### src/rtl/sram_wr_pkg.sv
package sram_wr_pkg;

    typedef enum logic [2:0] {
        PH_IDLE    = 3'd0,
        PH_SETUP   = 3'd1,
        PH_STROBE  = 3'd2,
        PH_HOLD    = 3'd3,
        PH_RECOVER = 3'd4
    } phase_e;

    // Minimum write limits of one speed grade, in ns
    typedef struct packed {
        int unsigned cyc;     // full cycle
        int unsigned sel;     // select low to end of write
        int unsigned adv;     // address valid to end of write
        int unsigned asu;     // address setup
        int unsigned pulse;   // strobe low
        int unsigned rec;     // recovery, strobe-terminated
        int unsigned dsu;     // data valid to end of write
        int unsigned dhd;     // data hold, strobe-terminated
    } limits_ns_t;

    // Phase lengths in clocks
    typedef struct packed {
        int unsigned setup;
        int unsigned strobe;
        int unsigned hold;
        int unsigned recover;
        int unsigned busy;
    } phase_len_t;

    function automatic limits_ns_t grade_limits(input int unsigned grade);
        limits_ns_t l;
        l.asu = 0;
        l.rec = 5;
        l.dhd = 0;
        case (grade)
            1: begin l.cyc = 85;  l.sel = 75;  l.adv = 75;  l.pulse = 65; l.dsu = 35; end
            2: begin l.cyc = 120; l.sel = 100; l.adv = 100; l.pulse = 85; l.dsu = 45; end
            default: begin l.cyc = 70; l.sel = 65; l.adv = 65; l.pulse = 55; l.dsu = 30; end
        endcase
        return l;
    endfunction

    function automatic int unsigned clk_ceil(input int unsigned ns, input int unsigned period);
        return (ns + period - 1) / period;
    endfunction

    function automatic int unsigned umax(input int unsigned a, input int unsigned b);
        return (a > b) ? a : b;
    endfunction

    function automatic int unsigned sub_floor0(input int unsigned a, input int unsigned b);
        return (a > b) ? a - b : 0;
    endfunction

    function automatic phase_len_t calc_phases(input int unsigned grade, input int unsigned period);
        limits_ns_t l;
        phase_len_t p;
        l = grade_limits(grade);
        p.setup  = umax(1, clk_ceil(l.asu, period));
        p.strobe = umax(1, umax(clk_ceil(l.pulse, period), clk_ceil(l.dsu, period)));
        p.strobe = umax(p.strobe, sub_floor0(clk_ceil(l.sel, period), p.setup));
        p.strobe = umax(p.strobe, sub_floor0(clk_ceil(l.adv, period), p.setup));
        p.hold   = umax(1, umax(clk_ceil(l.rec, period), clk_ceil(l.dhd, period)));
        p.busy   = umax(p.setup + p.strobe + p.hold, clk_ceil(l.cyc, period));
        p.recover = p.busy - (p.setup + p.strobe + p.hold);
        return p;
    endfunction

endpackage

### src/rtl/sram_wr_fsm.sv
module sram_wr_fsm
    import sram_wr_pkg::*;
#(
    parameter int unsigned SETUP_C   = 1,
    parameter int unsigned STROBE_C  = 3,
    parameter int unsigned HOLD_C    = 1,
    parameter int unsigned RECOVER_C = 0,
    parameter int unsigned CNT_W     = 4
) (
    input  logic   clk,
    input  logic   rst,
    input  logic   accept,
    output phase_e phase_q,
    output phase_e phase_d,
    output logic   idle
);
    logic [CNT_W-1:0] cnt_q, cnt_d;
    logic             cnt_zero;

    assign cnt_zero = (cnt_q == '0);
    assign idle     = (phase_q == PH_IDLE);

    always_comb begin
        phase_d = phase_q;
        cnt_d   = cnt_zero ? cnt_q : cnt_q - 1'b1;
        case (phase_q)
            PH_IDLE: if (accept) begin
                phase_d = PH_SETUP;
                cnt_d   = CNT_W'(SETUP_C - 1);
            end
            PH_SETUP: if (cnt_zero) begin
                phase_d = PH_STROBE;
                cnt_d   = CNT_W'(STROBE_C - 1);
            end
            PH_STROBE: if (cnt_zero) begin
                phase_d = PH_HOLD;
                cnt_d   = CNT_W'(HOLD_C - 1);
            end
            PH_HOLD: if (cnt_zero) begin
                if (RECOVER_C > 0) begin
                    phase_d = PH_RECOVER;
                    cnt_d   = CNT_W'(RECOVER_C - 1);
                end else begin
                    phase_d = PH_IDLE;
                end
            end
            PH_RECOVER: if (cnt_zero) phase_d = PH_IDLE;
            default: phase_d = PH_IDLE;
        endcase
    end

    always_ff @(posedge clk) begin
        if (rst) begin
            phase_q <= PH_IDLE;
            cnt_q   <= '0;
        end else begin
            phase_q <= phase_d;
            cnt_q   <= cnt_d;
        end
    end

    AST_SETUP_BEFORE_STROBE: assert property (@(posedge clk) disable iff (rst)
        (phase_q == PH_STROBE && $past(phase_q) != PH_STROBE) |-> $past(phase_q) == PH_SETUP);
    AST_HOLD_AFTER_STROBE: assert property (@(posedge clk) disable iff (rst)
        (phase_q == PH_HOLD && $past(phase_q) != PH_HOLD) |-> $past(phase_q) == PH_STROBE);

endmodule

### src/rtl/sram_wr_pins.sv
module sram_wr_pins
    import sram_wr_pkg::*;
#(
    parameter int unsigned ADDR_W = 12,
    parameter int unsigned DATA_W = 8
) (
    input  logic              clk,
    input  logic              rst,
    input  logic              accept,
    input  logic [ADDR_W-1:0] req_addr,
    input  logic [DATA_W-1:0] req_data,
    input  phase_e            phase_d,
    output logic [ADDR_W-1:0] mem_addr,
    output logic [DATA_W-1:0] mem_dq_o,
    output logic              mem_dq_oe,
    output logic              mem_ce_n,
    output logic              mem_we_n
);
    // Strobes are registered from the next phase so the pins come from flops
    always_ff @(posedge clk) begin
        if (rst) begin
            mem_addr  <= '0;
            mem_dq_o  <= '0;
            mem_dq_oe <= 1'b0;
            mem_ce_n  <= 1'b1;
            mem_we_n  <= 1'b1;
        end else begin
            if (accept) begin
                mem_addr <= req_addr;
                mem_dq_o <= req_data;
            end
            mem_ce_n  <= !(phase_d inside {PH_SETUP, PH_STROBE, PH_HOLD});
            mem_we_n  <= (phase_d != PH_STROBE);
            mem_dq_oe <= (phase_d inside {PH_STROBE, PH_HOLD});
        end
    end

    AST_WE_INSIDE_CE: assert property (@(posedge clk) disable iff (rst)
        !mem_we_n |-> !mem_ce_n);
    AST_WE_FALL_AFTER_CE: assert property (@(posedge clk) disable iff (rst)
        $fell(mem_we_n) |-> $past(!mem_ce_n));
    AST_CE_OUTLASTS_WE: assert property (@(posedge clk) disable iff (rst)
        $rose(mem_we_n) |-> !mem_ce_n);
    AST_ADDR_STABLE: assert property (@(posedge clk) disable iff (rst)
        (!mem_ce_n && $past(!mem_ce_n)) |-> $stable(mem_addr));
    AST_DATA_STABLE: assert property (@(posedge clk) disable iff (rst)
        (mem_dq_oe && $past(mem_dq_oe)) |-> $stable(mem_dq_o));
    AST_DRIVE_AFTER_WE: assert property (@(posedge clk) disable iff (rst)
        $rose(mem_dq_oe) |-> !mem_we_n);

endmodule

### src/rtl/sram_write_seq.sv
module sram_write_seq
    import sram_wr_pkg::*;
#(
    parameter int unsigned ADDR_W = 12,
    parameter int unsigned DATA_W = 8,
    parameter int unsigned CLK_NS = 20,
    parameter int unsigned GRADE  = 0
) (
    input  logic              clk,
    input  logic              rst,
    input  logic              req_valid,
    output logic              req_ready,
    input  logic [ADDR_W-1:0] req_addr,
    input  logic [DATA_W-1:0] req_data,
    output logic [ADDR_W-1:0] mem_addr,
    output logic [DATA_W-1:0] mem_dq_o,
    output logic              mem_dq_oe,
    output logic              mem_ce_n,
    output logic              mem_we_n
);
    localparam phase_len_t  LEN   = calc_phases(GRADE, CLK_NS);
    localparam int unsigned CNT_W = $clog2(LEN.busy + 1);

    phase_e phase_q, phase_d;
    logic   idle, accept;

    assign req_ready = idle;
    assign accept    = req_valid && idle;

    sram_wr_fsm #(
        .SETUP_C   (LEN.setup),
        .STROBE_C  (LEN.strobe),
        .HOLD_C    (LEN.hold),
        .RECOVER_C (LEN.recover),
        .CNT_W     (CNT_W)
    ) u_fsm (
        .clk     (clk),
        .rst     (rst),
        .accept  (accept),
        .phase_q (phase_q),
        .phase_d (phase_d),
        .idle    (idle)
    );

    sram_wr_pins #(
        .ADDR_W (ADDR_W),
        .DATA_W (DATA_W)
    ) u_pins (
        .clk       (clk),
        .rst       (rst),
        .accept    (accept),
        .req_addr  (req_addr),
        .req_data  (req_data),
        .phase_d   (phase_d),
        .mem_addr  (mem_addr),
        .mem_dq_o  (mem_dq_o),
        .mem_dq_oe (mem_dq_oe),
        .mem_ce_n  (mem_ce_n),
        .mem_we_n  (mem_we_n)
    );

    AST_BUSY_IGNORED: assert property (@(posedge clk) disable iff (rst)
        !req_ready |=> ($stable(mem_addr) && $stable(mem_dq_o)));
    AST_READY_CE_HIGH: assert property (@(posedge clk) disable iff (rst)
        req_ready |-> mem_ce_n);

endmodule

### config.mk
export PLATFORM = sky130hd
export DESIGN_NAME = sram_write_seq
export DESIGN_NICKNAME = d
export VERILOG_FILES = /design/src/rtl/sram_wr_pkg.sv /design/src/rtl/sram_wr_fsm.sv /design/src/rtl/sram_wr_pins.sv /design/src/rtl/sram_write_seq.sv
export SDC_FILE = /design/constraint.sdc
export NUM_CORES = 1
export LEC_CHECK = 0
export BUFFER_PORTS_ARGS = -buffer_cell sky130_fd_sc_hd__buf_2
export CAP_MARGIN = 25
export CORE_ASPECT_RATIO = 0.6
export CORE_UTILIZATION = 49
export CTS_BUF_LIST = sky130_fd_sc_hd__clkbuf_4
export DETAILED_ROUTE_END_ITERATION = 6
export PLACE_DENSITY = 0.83
export SYNTH_ARGS = -nofsm -noshare
export SYNTH_HDL_FRONTEND = slang
export SYNTH_SLANG_ARGS = --single-unit
### constraint.sdc
create_clock -name clk -period 1.9 [get_ports clk]
set_input_delay 0 -clock clk [delete_from_list [all_inputs] [get_ports clk]]
set_output_delay 0 -clock clk [all_outputs]
set_load 0.01 [all_outputs]
==> flow_metrics.py <==
metrics = {
    "floorplan": {
        "fp.dieH_microns": 40.1,
        "start_util_pct": 53.1,
        "die_area_sq_mm": 0.00262,
        "num_io_pins": 47,
        "core_area_sq_mm": 0.00223,
        "die_w_microns": 65.5,
        "rows": 13,
    },
    "critical_path": {
        "cp-start-kind": "flip-flop",
        "cp-end-kind": "flip-flop",
        "crit_required_ps": 2090,
        "path_class": "reg -> reg",
        "path_max_fanout": 5,
        "cp_data_arrival_time_ps": 1860,
    },
    "drt": {
        "drt_iter0_markers": 68,
        "num_vias": 1165,
        "ant_nets": 0,
        "wl_microns": 2930,
        "wl_per_cell_microns": 12.3,
        "drt-pass1-iter-count": 4,
        "drc_errors": 0,
        "vias_per_cell": 4.89,
    },
    "final_layout": {
        "n_antenna_cell": 0,
        "drive_gt1_share_pct": 27.9,
        "nNetsFinal": 233,
        "stdcell_area_sq_mm": 0.00165,
        "n_fill_cell": 165,
        "fin_util_pct": 73.8,
        "syn_to_final_growth_pct": 39.0,
    },
    "timing": {
        "maxSlewViolCount": 0,
        "fin_skew_ps": 3.94,
        "tightest_slew_ps": 542,
        "setup_viol": 0,
        "rsz0062_at_grt": "no",
        "slew_headroom_pct": 63.9,
        "fmax_mhz": 600,
        "period_minus_slack_ps": 1670,
        "finalSetupTns_ps": 0,
        "finalCritPeriodShare_pct": 87.8,
        "finalHoldViolations": 0,
    },
    "yosys": {
        "synthTopCellsByCount": "44 x nand2_1, 29 x dfxtp_1, 22 x a21oi_1, 6 x nor3_1, 5 x nor2_1",
        "synth_edf_count": 0,
        "synth.most_common_cell": "nand2_1",
        "ys.flop_type": "dfxtp_1",
        "netlist_area_sq_mm": 0.00118,
        "synthCells": 143,
        "synth_seq_area_share_pct": 49.0,
        "synth_cell_type_count": 25,
        "ys_ff_latch": 29,
        "synth-async-reset-ratio_pct": 0,
        "synth_top_area_cell": "dfxtp_1",
        "synthTopCellsByArea": "dfxtp_1 49%, nand2_1 14%, a21oi_1 9.3%",
        "yosys_warnings": 0,
        "syn_avg_cell_area_sq_um": 8.28,
        "synth_largest_type_area_fraction_pct": 49.0,
        "synth.net_count": 169,
    },
    "hold_path": {
        "hold_path.class": "in -> reg",
    },
    "pwr": {
        "seqPwrFrac_pct": 40.6,
        "p_leak_nw": 0.746,
        "peakVddDrop_mv": 0.653,
        "p_clk_share_pct": 15.8,
        "power_per_cell_area_mw_per_mm2": 1320,
        "netSwitchingPower_mw": 0.874,
        "power_mw": 2.17,
        "p_sw_share_pct": 40.2,
        "p_int_mw": 1.30,
        "combPwrFrac_pct": 43.6,
    },
    "global_route": {
        "grt_pass1_wl_microns": 4580,
        "grt_max_degree": 30,
        "grt_overflow": 0,
        "grt_pass1_vias": 1054,
        "antenna_found_initial": 0,
        "track_usage_pct": 25.3,
    },
    "clock_tree": {
        "clk_latency_ps": 320,
        "cts_buffers": 5,
        "clockBufferDepth": 2,
        "path_clk_slew_ps": 90,
        "cts-root-buf": "clkbuf_4",
        "postCtsSetupBuffers": 0,
        "cts_tree": "built",
        "h-tree-depth": 2,
        "cts_sinks": 29,
    },
    "status": {
        "status": "finished clean",
    },
    "place": {
        "placed_area_sq_mm": 0.00140,
        "io_buffers": 46,
        "detailed_place_hpwl_microns": 1880,
        "gp_congestion": 0.775,
    },
    "flow_run": {
        "cap_violations": 0,
    },
}
==> worst paths after layout <==
path	startpoint	endpoint	slack (ps)	depth (start not counted)
worst max-delay path	u_fsm.cnt_q[0]	u_fsm.cnt_q[0]	230	8
worst min-delay path	req_valid	u_pins.mem_ce_n	100	4
worst max register to register	u_fsm.cnt_q[0]	u_fsm.cnt_q[0]	230	8
worst min register to register	u_pins.mem_dq_o[3]	u_pins.mem_dq_o[3]	460	2
==> layout by cell type, fill, tap and decap left out <==
cell type / n
a221oi_2: 1
buf_2: 46
clkinv_1: 2
o211ai_1: 1
mux2i_1: 1
nor3_1: 6
dlygate4sd3_1: 20
xnor2_1: 2
ha_1: 3
nor2_1: 5
nand2b_1: 1
dfxtp_1: 29
clkbuf_4: 5
a21oi_1: 22
buf_4: 1
o21ai_0: 4
a211o_1: 1
a21oi_2: 1
nor2b_1: 2
nor3_4: 1
nor3_2: 1
o21bai_1: 1
inv_1: 4
clkinv_2: 1
and2b_1: 1
and2_4: 1
nand2_1: 44
nor4_1: 1
==> through the flow <==
step	setup slack [ps]	instances	hold slack [ps]
floorplan	444	143	136
global placement	372	210	240
detailed placement	244	210	249
CTS	226	238	79.2
global route	116	238	130
finish	232	238	96.5
==> routing by layer <==
layer | part of all wire (%) | wire [microns] | track usage, %
met2 | 49 | 1430 | 46.6
met4 | 1.9 | 57 | 14.7
met5 | 0 | 0 | 0
met1 | 43 | 1250 | 26.1
met3 | 6.5 | 190 | 9.38
==> final cells by class <==
class,instances,area (sq um),area share (%)
inverters,4,15.0,0.913
flip-flops and latches,29,581,35.3
clock buffers,5,37.5,2.28
multi-input cells,100,524,31.9
clock inverters,3,12.5,0.760
repair buffers,67,438,26.6
well taps,30,37.5,2.28
==> registers in the layout, summed over array words and instances (netlist names) <==
signal            flops
u_fsm.cnt_q           3
u_pins.mem_dq_oe      1
u_pins.mem_ce_n       1
u_pins.mem_dq_o       8
u_fsm.phase_q         3
u_pins.mem_addr      12
u_pins.mem_we_n       1
==> power groups by stage <==
stage / Sequential (mW) / Clock, mW / Combinational, mW
floorplan: 0.885 / 0 / 0.697
global placement: 0.878 / 0 / 0.854
detailed placement: 0.889 / 0 / 0.909
CTS: 0.879 / 0.348 / 0.943
global route: 0.902 / 0.379 / 1.06
finish: 0.882 / 0.343 / 0.948
==> logic make-up (layout without fill, tap and decap cells) <==
logic type      count (synthesis)  count (layout)  share of synthesized area, %
simple gates                   63              63                          23.8
compound gates                 31              31                          15.0
flops                          29              29                          49.0
buf+inv                        14              79                          6.66
fa+ha+maj                       3               3                          3.17
xor+xnor                        2               2                          1.48
mux                             1               1                         0.846
==> timing repair <==
action / 4_1_cts / 5_1_grt
gates resized for setup: 0 / 0
hold buffers: 20 / 0
endpoints found under the hold margin: 20 / 0
==> critical path, cell delays in order, from the launching register on <==
cell and delay, ps:
dfxtp_1 300, inv_1 90, ha_1 160, and2b_1 200
inv_1 110, ha_1 330, mux2i_1 90, a21oi_1 180
a21oi_1 80
No activity file was read; power rests on OpenSTA's default activity.
